`src/rtl/vsb_pkg.sv`:
```
package vsb_pkg;
  // Width of one component field after rounding up to whole bytes
  function automatic int unsigned field_w(input int unsigned comp_w);
    return ((comp_w + 7) / 8) * 8;
  endfunction

  // Number of padding bits above each component
  function automatic int unsigned pad_w(input int unsigned comp_w);
    return field_w(comp_w) - comp_w;
  endfunction
endpackage

```
`src/rtl/vsb_framer.sv`:
```
module vsb_framer #(
  parameter int unsigned COMP_W   = 10,
  parameter int unsigned NUM_COMP = 2,
  localparam int unsigned FIELD_W = vsb_pkg::field_w(COMP_W),
  localparam int unsigned PIX_W   = NUM_COMP * COMP_W,
  localparam int unsigned DATA_W  = NUM_COMP * FIELD_W
) (
  input  logic              clk,
  input  logic              clk_en,
  input  logic              rst_n,
  input  logic [PIX_W-1:0]  pix_i,
  input  logic              active_i,
  input  logic              vsync_i,
  output logic              push_o,
  output logic [DATA_W-1:0] push_data_o,
  output logic              push_sof_o,
  output logic              push_eol_o
);
  logic [DATA_W-1:0] padded;
  logic              armed_q, locked_q;
  logic              hold_v_q, hold_sof_q;
  logic [DATA_W-1:0] hold_data_q;
  logic              accept;

  // Right-justify every component inside its byte-aligned field
  for (genvar g = 0; g < NUM_COMP; g++) begin : g_pad
    if (FIELD_W > COMP_W) begin : g_wide
      assign padded[g*FIELD_W +: FIELD_W] =
        {{(FIELD_W-COMP_W){1'b0}}, pix_i[g*COMP_W +: COMP_W]};
    end else begin : g_exact
      assign padded[g*FIELD_W +: FIELD_W] = pix_i[g*COMP_W +: COMP_W];
    end
  end

  // Pixel accepted only outside vertical sync, once a frame start is known
  assign accept = active_i & ~vsync_i & (armed_q | locked_q);

  always_ff @(posedge clk) begin
    if (!rst_n) begin
      armed_q     <= 1'b0;
      locked_q    <= 1'b0;
      hold_v_q    <= 1'b0;
      hold_sof_q  <= 1'b0;
      hold_data_q <= '0;
    end else if (clk_en) begin
      if (vsync_i)     armed_q <= 1'b1;
      else if (accept) armed_q <= 1'b0;
      if (accept)      locked_q <= 1'b1;
      hold_v_q    <= accept;
      hold_sof_q  <= armed_q;
      hold_data_q <= padded;
    end
  end

  // The held pixel leaves now; the current sample decides its line end
  assign push_o      = clk_en & hold_v_q;
  assign push_data_o = hold_data_q;
  assign push_sof_o  = hold_sof_q;
  assign push_eol_o  = ~accept;

  // a start-of-frame beat consumes the armed state
  a_r4_sof_disarms: assert property (@(posedge clk) disable iff (!rst_n)
    (clk_en && accept && armed_q && !vsync_i) |=> (!armed_q && locked_q && hold_sof_q));

  // no pixel is held before a vertical sync was ever seen
  a_r4_no_pixel_unlocked: assert property (@(posedge clk) disable iff (!rst_n)
    (!armed_q && !locked_q) |-> !hold_v_q);
endmodule

```
`src/rtl/vsb_fifo.sv`:
```
module vsb_fifo #(
  parameter int unsigned W     = 34,
  parameter int unsigned DEPTH = 16,
  localparam int unsigned AW   = (DEPTH > 1) ? $clog2(DEPTH) : 1,
  localparam int unsigned CW   = $clog2(DEPTH + 1)
) (
  input  logic         clk,
  input  logic         clk_en,
  input  logic         rst_n,
  input  logic         push_i,
  input  logic [W-1:0] wdata_i,
  input  logic         ready_i,
  output logic         valid_o,
  output logic [W-1:0] rdata_o,
  output logic         overflow_o
);
  localparam logic [CW-1:0] FULL_CNT = CW'(DEPTH);
  localparam logic [AW-1:0] LAST_IDX = AW'(DEPTH - 1);

  logic [W-1:0]  mem [DEPTH];
  logic [AW-1:0] wr_q, rd_q;
  logic [CW-1:0] cnt_q;
  logic          ovf_q;
  logic          full, pop, wr_ok, drop;

  assign full  = (cnt_q == FULL_CNT);
  assign pop   = clk_en & valid_o & ready_i;
  assign wr_ok = push_i & ~full;
  assign drop  = push_i & full;

  function automatic logic [AW-1:0] step(input logic [AW-1:0] p);
    return (p == LAST_IDX) ? '0 : p + 1'b1;
  endfunction

  always_ff @(posedge clk) begin
    if (!rst_n) begin
      wr_q  <= '0;
      rd_q  <= '0;
      cnt_q <= '0;
      ovf_q <= 1'b0;
    end else if (clk_en) begin
      if (wr_ok) wr_q <= step(wr_q);
      if (pop)   rd_q <= step(rd_q);
      cnt_q <= cnt_q + CW'(wr_ok) - CW'(pop);
      if (drop)  ovf_q <= 1'b1;
    end
  end

  always_ff @(posedge clk) begin
    if (wr_ok) mem[wr_q] <= wdata_i;
  end

  assign valid_o    = (cnt_q != '0);
  assign rdata_o    = mem[rd_q];
  assign overflow_o = ovf_q;

  // a stalled head stays presented unchanged
  a_r8_stall_stable: assert property (@(posedge clk) disable iff (!rst_n)
    (valid_o && !pop) |=> (valid_o && $stable(rdata_o)));

  // the drop flag never falls outside reset
  a_r9_sticky: assert property (@(posedge clk) disable iff (!rst_n)
    overflow_o |=> overflow_o);

  // occupancy never exceeds the storage
  a_r9_bound: assert property (@(posedge clk) disable iff (!rst_n)
    cnt_q <= FULL_CNT);

  // a push into a full store raises the flag
  a_r9_drop_flags: assert property (@(posedge clk) disable iff (!rst_n)
    (push_i && full) |=> overflow_o);
endmodule

```
`src/rtl/vsb_top.sv`:
```
module vsb_top #(
  parameter int unsigned COMP_W   = 10,
  parameter int unsigned NUM_COMP = 2,
  parameter int unsigned DEPTH    = 16,
  localparam int unsigned FIELD_W = vsb_pkg::field_w(COMP_W),
  localparam int unsigned PAD_W   = vsb_pkg::pad_w(COMP_W),
  localparam int unsigned PIX_W   = NUM_COMP * COMP_W,
  localparam int unsigned DATA_W  = NUM_COMP * FIELD_W,
  localparam int unsigned BEAT_W  = DATA_W + 2
) (
  input  logic              clk,
  input  logic              clk_en,
  input  logic              rst_n,
  input  logic [PIX_W-1:0]  vid_data,
  input  logic              vid_active,
  input  logic              vid_vsync,
  output logic [DATA_W-1:0] m_tdata,
  output logic              m_tvalid,
  input  logic              m_tready,
  output logic              m_tuser,
  output logic              m_tlast,
  output logic              overflow
);
  logic              fr_push, fr_sof, fr_eol;
  logic [DATA_W-1:0] fr_data;
  logic [BEAT_W-1:0] head;

  vsb_framer #(.COMP_W(COMP_W), .NUM_COMP(NUM_COMP)) i_framer (
    .clk(clk), .clk_en(clk_en), .rst_n(rst_n),
    .pix_i(vid_data), .active_i(vid_active), .vsync_i(vid_vsync),
    .push_o(fr_push), .push_data_o(fr_data),
    .push_sof_o(fr_sof), .push_eol_o(fr_eol)
  );

  vsb_fifo #(.W(BEAT_W), .DEPTH(DEPTH)) i_fifo (
    .clk(clk), .clk_en(clk_en), .rst_n(rst_n),
    .push_i(fr_push), .wdata_i({fr_sof, fr_eol, fr_data}),
    .ready_i(m_tready), .valid_o(m_tvalid), .rdata_o(head),
    .overflow_o(overflow)
  );

  assign m_tdata = head[DATA_W-1:0];
  assign m_tlast = head[DATA_W];
  assign m_tuser = head[DATA_W+1];

  // Mask of the padding bits above every component
  function automatic logic [DATA_W-1:0] pad_mask();
    logic [DATA_W-1:0] m = '0;
    for (int i = 0; i < int'(NUM_COMP); i++)
      for (int b = 0; b < int'(PAD_W); b++)
        m[i*FIELD_W + COMP_W + b] = 1'b1;
    return m;
  endfunction

  // padding bits of a presented beat are zero
  a_r6_pad_zero: assert property (@(posedge clk) disable iff (!rst_n)
    m_tvalid |-> ((m_tdata & pad_mask()) == '0));

  // a disabled edge changes no output
  a_r2_freeze: assert property (@(posedge clk) disable iff (!rst_n)
    !clk_en |=> ($stable(m_tvalid) && $stable(overflow) && $stable(m_tdata)
                 && $stable(m_tuser) && $stable(m_tlast)));

  // reset empties the block whatever the enable
  a_r3_reset_clears: assert property (@(posedge clk)
    !rst_n |=> (!m_tvalid && !overflow));
endmodule

```
`config.mk`:
```
export PLATFORM = sky130hd
export DESIGN_NAME = vsb_top
export DESIGN_NICKNAME = d
export VERILOG_FILES = /design/src/rtl/vsb_pkg.sv /design/src/rtl/vsb_framer.sv /design/src/rtl/vsb_fifo.sv /design/src/rtl/vsb_top.sv
export SDC_FILE = /design/constraint.sdc
export NUM_CORES = 1
export LEC_CHECK = 0
export BUFFER_PORTS_ARGS = -buffer_cell sky130_fd_sc_hd__buf_4
export CORE_MARGIN = 2
export CORE_UTILIZATION = 55
export CTS_CLUSTER_SIZE = 16
export DETAILED_ROUTE_END_ITERATION = 16
export HOLD_SLACK_MARGIN = 0.05
export PLACE_DENSITY = 0.74
export SYNTH_ARGS = -nofsm -noshare
export SYNTH_HDL_FRONTEND = slang
export SYNTH_SLANG_ARGS = --single-unit
```
`constraint.sdc`:
```
create_clock -name clk -period 3.6 [get_ports clk]
set_clock_uncertainty 0.15 [all_clocks]
set_input_delay 0.36 -clock clk [delete_from_list [all_inputs] [get_ports clk]]
set_output_delay 0.36 -clock clk [all_outputs]
set_load 0.01 [all_outputs]
```
* Word-level counts from Yosys, hierarchy flattened
Memories as Yosys holds them, arrays and structs flattened. A register that Yosys moved wholly into a read port is not among the register bits. Index checks and enable logic that the tools add are counted.
Storage, ports and cells: RAM bits 352, output and inout bits 36, bits in registers 38, latch bits 0, input bits 26, memories 1, bits in read-only memories 0
Memory list:
- i_fifo.mem | words 16, bits a word 22, rd ports 1, clocked after memory_dff 1, wr ports 1, line vsb_fifo.sv:20 | logic [W-1:0] mem [DEPTH];
Cells by class: shifts and indexed selects 0, multiplexer cells 8, bitwise logic cells 11, add/sub/neg operators 4, equal/unequal tests 3, multipliers 0, reduce and logical (&&, ||, !) cells 7, order comparisons 0, div/mod/pow operators 0
Operators with widths (count):
- 4-bit 2-to-1 mux | 4
- 2-bit AND reduction | 5
- 4-bit by 1-bit adder with 4-bit output, second input constant | 2
- 4-bit equality test, second input constant | 2
- 1-bit bitwise AND | 7
- 5-bit by 1-bit adder with 5-bit output | 1
- 5-bit equality test, second input constant | 1
- 5-bit nonzero test | 1
- 5-bit by 1-bit subtractor with 5-bit output | 1
- 1-bit 2-to-1 mux | 4
- 1-bit NOT | 3
- 2-bit nonzero test | 1
- 1-bit bitwise OR | 1

* Depth between registers and ports, before layout
Gate-level depths: netlist of run 1.
depth in word-level cells 6, gate-level depth with buffers 14, depth with buffers taken out 13

* Modules after synthesis
A second synthesis of run 1 with hierarchy kept.
Second synthesis, totals: cells, all modules 1051, area total of the unflattened synthesis 22416.5 um^2
Modules (own cells, without submodules):
- vsb_fifo | cells an instance 956, area each 21356.7 um^2, times used 1
- vsb_framer | cells an instance 95, area each 1059.8 um^2, times used 1

* Least setup slack after synthesis of run 1
OpenSTA, ideal clock, no wires.
path type input to register, from input clk_en, to memory i_fifo.mem[0][0] (netlist bit) (enable), setup slack 0.277 ns, data required time 3.021 ns, buffers on the path 2, setup time 0.429 ns, data arrival time 2.744 ns, cell stages on the path 6, path through clkbuf_1 > and2_1 > and2_1 > buf_2 > nand2_1 > nor3_1
Between the ends: cells in the longest elaborated chain, start to end 4
RTL lines:
- start, declared | line vsb_top.sv:12 | input logic clk_en,
- 1-bit bitwise AND | line vsb_framer.sv:56 | assign push_o = clk_en & hold_v_q;
- 1-bit bitwise AND | line vsb_fifo.sv:28 | assign wr_ok = push_i & ~full;
- 1-bit 2-to-1 mux | line vsb_fifo.sv:50 | if (wr_ok) mem[wr_q] <= wdata_i;
- 1-bit 2-to-1 mux (implied by the code) | line vsb_fifo.sv:50
- end, declared | line vsb_fifo.sv:20
Every way passes these cells.

* Worst setup path in the final report of run 1
from register i_fifo.cnt_q[2], to register i_fifo.cnt_q[4]
Between the ends: cells in the longest elaborated chain, start to end 5
RTL lines:
- start, declared | line vsb_fifo.sv:22 | logic [CW-1:0] cnt_q;
- start signal, assigned | line vsb_fifo.sv:44 | cnt_q <= cnt_q + CW'(wr_ok) - CW'(pop);
- 5-bit equality test | line vsb_fifo.sv:26 | assign full = (cnt_q == FULL_CNT);
- 1-bit NOT | line vsb_fifo.sv:28
- 1-bit bitwise AND | line vsb_fifo.sv:28
- 5-bit by 1-bit adder with 5-bit output | line vsb_fifo.sv:44
- 5-bit by 1-bit subtractor with 5-bit output (*) | line vsb_fifo.sv:44
Mark *: on every way between the ends. The rest lies on a longest branch, timed or not. A chain may end at the register's enable or synchronous reset.

==> results.py, run 1 <==
metrics = {
    "run_status": {
        "status": "finished clean",
    },
    "clocking": {
        "cts_tree": "built",
        "clk_latency_ps": 530,
        "path_clk_slew_ps": 60,
        "cts_num_sinks": 394,
        "cts_buffers": 38,
        "cts_resized": 0,
        "clock_path_buffers": 3,
        "postCtsHoldBufs": 22,
        "root_buffer": "clkbuf_16",
        "htree_levels": 2,
        "cts_setup_buffers": 0,
    },
    "place": {
        "dp_hpwl_mm": 17.3,
        "placedCellCount": 1135,
        "dpl_cell_area_sq_um": 16100,
        "gp_congestion": 0.751,
        "io_buffers": 49,
    },
    "timing": {
        "fin_setup_tns_ps": 0,
        "fmax_ghz": 0.302,
        "min_period_over_period": 0.921,
        "hold_viol": 0,
        "period_needed_ps": 3320,
        "finalSetupViolations": 0,
        "slew_headroom": 0.205,
        "rsz0062_at_grt": "no",
        "slew_violations": 0,
        "tightest_slew_ps": 1190,
    },
    "final_layout": {
        "syn_to_final_growth_pct": 15.2,
        "final_common_cell": "edfxtp_1",
        "nFillCells": 1757,
        "final_nets": 894,
        "fin_cells": 1223,
        "drive_gt1_frac": 0.274,
        "fin_area_sq_um": 17500,
        "layout_common_cells": "edfxtp_1 (352), mux4_2 (88), buf_4 (74)",
        "antennaDiodeCount": 0,
    },
    "synthesis": {
        "synthArstFlopShare": 0,
        "synth_edf_count": 352,
        "ys_seq_area_frac": 0.752,
        "synthCells": 757,
        "ys.flop_type": "edfxtp_1",
        "synth_area_sq_um": 15200,
        "syn_avg_cell_area_sq_um": 20.1,
        "ys_warn_count": 0,
        "synth.distinct_cells": 36,
        "ys_ff_latch": 394,
    },
    "critical_path": {
        "cp_cell_sequence": "inv_1 > ha_1 > or4b_4 > and3_4 > ha_1 > inv_1 > ha_1 > inv_1 > fa_1 > nand2b_1 > a21oi_1 > mux2i_1 > mux2i_1",
        "worstSetupPathType": "register to register",
        "cp_top_family": "adder cells",
        "worst_setup_path_start_kind": "register",
        "crit_arrival_ps": 3610,
        "worst-endpoint-required_ps": 3900,
        "setup.worst_path.end_class": "register",
        "slowest_stage": "or4b_4",
        "crit_buf_inv": 3,
        "cp_max_fo": 6,
        "critPathMaxStageDelay_ps": 490,
    },
    "route": {
        "initialDrtViolationCount": 761,
        "wl_mm": 32.3,
        "drcViolationCount": 0,
        "dr.pass1.iters": 5,
        "ant_nets": 0,
        "wl_per_cell_microns": 26.4,
        "vias": 7666,
        "avgViaCountPerCell": 6.27,
    },
    "die": {
        "fp-row-count": 60,
        "die_h_microns": 170,
        "start_util": 0.562,
        "die_w_microns": 170,
        "num_io_pins": 62,
        "core_area_sq_um": 27000,
        "dieArea_sq_um": 28900,
    },
    "power": {
        "leakage_nw": 5.75,
        "power_mw": 9.44,
        "ir_drop_mv": 0.315,
        "cellPowerDensity_nw_per_um2": 540,
    },
    "global_route": {
        "grt_pass1_vias": 7979,
        "antenna_found_initial": 0,
        "grtUsageTotal": 0.233,
        "grt_overflow": 0,
        "grt_max_degree": 52,
        "grt_pass1_wl_mm": 48.8,
    },
    "hold_path": {
        "min_path_type": "primary input to register",
    },
    "run": {
        "max_cap_violations": 0,
    },
}
-- kinds of logic (layout without fill, tap and decap cells) --
group,after synthesis,count (layout),share of synthesized area
AOI/OAI and AO/OA,62,62,0.0298
and+or+nand+nor,106,106,0.0363
muxes,117,117,0.150
adders and majority gates,12,12,0.0104
other,1,12,0.000247
buffers and inverters,63,177,0.0208
xor gates and xnor gates,2,2,0.00115
DFF,394,394,0.752
-- power breakdown --
| part | switching [mW] | internal, mW |
|---|---|---|
| Sequential | 0.0933 | 5.00 |
| Clock | 1.57 | 2.25 |
| Combinational | 0.227 | 0.294 |
-- flip-flops by register name (all words and copies together), names as in the netlist, named ones only --
register              count
i_framer.hold_v_q         1
i_framer.push_sof_o       1
i_fifo.rd_q               4
i_framer.locked_q         1
i_fifo.cnt_q              5
i_fifo.mem              352
i_fifo.overflow_o         1
i_framer.push_data_o     20
i_fifo.wr_q               4
i_framer.armed_q          1
-- worst paths after layout --
kind         slack [ps]  cells past startpoint                 to               from
max                 280                     13    i_fifo.cnt_q[4]    i_fifo.cnt_q[2]
min                 130                      3     i_fifo.wr_q[3]              rst_n
max reg2reg         280                     13    i_fifo.cnt_q[4]    i_fifo.cnt_q[2]
min reg2reg         340                      1  i_fifo.overflow_o  i_fifo.overflow_o
-- synth_stat cells, types with 2 or more instances --
cell type,n,area [sq um]
and2_1,5,31.3
a31oi_1,2,12.5
clkbuf_1,24,90.1
edfxtp_1,352,10600
mux4_2,88,1980
ha_1,11,138
and3_1,2,12.5
nand3_1,2,10.0
dfxtp_1,42,841
o21a_1,3,22.5
buf_4,15,113
buf_2,12,60.1
mux2i_1,29,290
nand2b_1,6,37.5
a21oi_1,5,25.0
nor2_1,16,60.1
o21ai_0,2,10.0
nor3_1,4,20.0
inv_1,11,41.3
nor2b_1,32,200
xnor2_1,2,17.5
nand2_1,34,128
a22oi_1,45,338
-- worst min-delay path, delay by kind of cell --
kind,cells,cell delay (ps)
AND/OR/NAND/NOR,2,150
buffers and inverters,1,240
-- per-layer routing --
metal / vias up / GRT usage / part of all wire
met2: 401 / 0.379 / 0.50
met4: 0 / 0.0818 / 0.030
met3: 68 / 0.0416 / 0.084
li1: 3231 / - / -
met1: 3966 / 0.324 / 0.39
met5: - / 0 / 0
-- layout make-up --
cell class                      count  area [sq um]  share of cell area
Sequential cell                   394         11400               0.653
Clock inverter                     12           141             0.00808
Tap cell                          341           427              0.0244
Clock buffer                       54          1050              0.0602
Timing Repair Buffer              100           856              0.0489
Inverter                           11          41.3             0.00236
Multi-Input combinational cell    311          3550               0.203
-- metrics by stage --
| step | hold WS (ps) | worst slack [ps] | utilization |
|---|---|---|---|
| final | 130 | 285 | 0.647 |
| after global routing | 146 | 72.4 | 0.647 |
| after CTS | 117 | 316 | 0.647 |
| after detailed placement | 320 | 339 | 0.595 |
| after global placement | 305 | 500 | 0.595 |
| after floorplan | 291 | 277 | - |
No activity file was read; power rests on OpenSTA's default activity.
==> run 2, diff against run 1 <==
--- a/constraint.sdc
+++ b/constraint.sdc
@@ -4,2 +4,2 @@
 set_output_delay 0.36 -clock clk [all_outputs]
-set_load 0.01 [all_outputs]
+set_load 0.05 [all_outputs]
==> results.py, run 2 (synthesis gave the netlist of run 1 again) <==
metrics = {
    "die": {
        "start_util": 0.562,
        "dieArea_sq_um": 28900,
        "core_area_sq_um": 27000,
        "die_h_microns": 170,
        "fp-row-count": 60,
        "die_w_microns": 170,
        "num_io_pins": 62,
    },
    "place": {
        "dpl_cell_area_sq_um": 16100,
        "dp_hpwl_mm": 16.8,
        "placedCellCount": 1135,
        "gp_congestion": 0.785,
        "io_buffers": 49,
    },
    "final_layout": {
        "fin_area_sq_um": 17500,
        "drive_gt1_frac": 0.274,
        "antennaDiodeCount": 0,
        "final_util": 0.647,
        "syn_to_final_growth_pct": 15.2,
        "top_register": "i_fifo.mem",
        "layout_common_cells": "edfxtp_1 (352), mux4_2 (88), buf_4 (75)",
        "final_nets": 894,
        "largest_reg_flops": 352,
        "final_common_cell": "edfxtp_1",
        "fin_cells": 1227,
    },
    "timing": {
        "fin_setup_tns_ps": 0,
        "finalSetupViolations": 0,
        "rsz0062_at_grt": "no",
        "hold_viol": 0,
        "tightest_slew_ps": 1180,
        "fmax_ghz": 0.295,
        "min_period_over_period": 0.941,
        "period_needed_ps": 3390,
        "slew_violations": 0,
        "hold-worst-slack_ps": 125,
        "slew_headroom": 0.212,
    },
    "critical_path": {
        "critPathMaxStageDelay_ps": 470,
        "crit_arrival_ps": 3680,
        "worstSetupPathType": "register to register",
        "slowest_stage": "or4b_4",
        "worst_setup_path_start_kind": "register",
        "cp_max_fo": 6,
        "worst-endpoint-required_ps": 3900,
        "setup.worst_path.end_class": "register",
        "cp_cell_sequence": "inv_1 > ha_1 > or4b_4 > and3_4 > ha_1 > inv_1 > ha_1 > inv_1 > fa_1 > nand2b_1 > a21oi_1 > mux2i_1 > mux2i_1",
    },
    "clocking": {
        "root_buffer": "clkbuf_16",
        "clk_latency_ps": 520,
        "cts_num_sinks": 394,
        "clock_path_buffers": 3,
        "htree_levels": 2,
        "cts_buffers": 38,
        "path_clk_slew_ps": 60,
        "cts_tree": "built",
        "cts_resized": 0,
    },
    "power": {
        "ir_drop_mv": 0.288,
        "cellPowerDensity_nw_per_um2": 543,
        "leakage_nw": 5.75,
    },
    "global_route": {
        "grt_pass1_wl_mm": 47.8,
        "grt_pass1_vias": 7859,
        "grt_overflow": 0,
        "antenna_found_initial": 0,
        "grtUsageTotal": 0.225,
        "grt_max_degree": 59,
    },
    "run": {
        "max_cap_violations": 0,
    },
    "hold_path": {
        "min_path_type": "primary input to register",
    },
    "route": {
        "initialDrtViolationCount": 836,
        "dr.pass1.iters": 4,
        "vias": 7459,
        "ant_nets": 0,
        "wl_per_cell_microns": 25.3,
        "wl_mm": 31.0,
        "avgViaCountPerCell": 6.08,
        "drcViolationCount": 0,
    },
    "run_status": {
        "status": "finished clean",
    },
}
run 2: power by group:
part	switching, mW	leakage (nW)	internal, mW
Clock	1.60	0.586	2.18
Combinational	0.332	1.67	0.294
Sequential	0.0754	3.49	5.00
run 2: path summary, 6_finish.rpt:
path | start | to | slack [ps] | depth (start not counted)
setup / recovery | i_fifo.cnt_q[3] | i_fifo.cnt_q[4] | 210 | 13
hold / removal | rst_n | i_fifo.wr_q[3] | 130 | 3
setup reg to reg | i_fifo.cnt_q[3] | i_fifo.cnt_q[4] | 210 | 13
hold reg to reg | i_framer.locked_q | i_framer.locked_q | 320 | 1
run 2: area by class of cell:
class,count,area (sq um)
Sequential cell,394,11400
Clock buffer,60,1090
Tap cell,341,427
Fill cell,1755,9550
Timing Repair Buffer,100,843
Clock inverter,10,104
Inverter,11,41.3
Multi-Input combinational cell,311,3550
run 2: metal layers:
metal  vias up  global-route usage  routed length (microns)
met3        50              0.0393                     2120
met5         -                   0                        0
met2       306               0.371                    15500
met4         0              0.0684                      688
li1       3238                   -                        -
met1      3865               0.314                    12700
run 2: what timing repair did:
item / CTS / global route
setup buffers: 0 / 0
endpoints found under the hold margin: 21 / 0
hold buffers: 22 / 0
run 2: worst max-delay path: cells and delay by family, from the launching register on:
kind                       cells  cell delay [ps]
AOI/OAI and AO/OA              1              180
adders and majority gates      4             1050
buffers and inverters          3              230
DFF                            1              320
muxes                          2              500
and+or+nand+nor                3              880
run 2: per-stage QoR:
step | power [mW] | setup WS, ps
global placement | 5.76 | 490
finish | 9.48 | 213
floorplan | 5.64 | 277
detailed placement | 5.79 | 228
global route | 9.77 | 10.2
CTS | 9.54 | 222
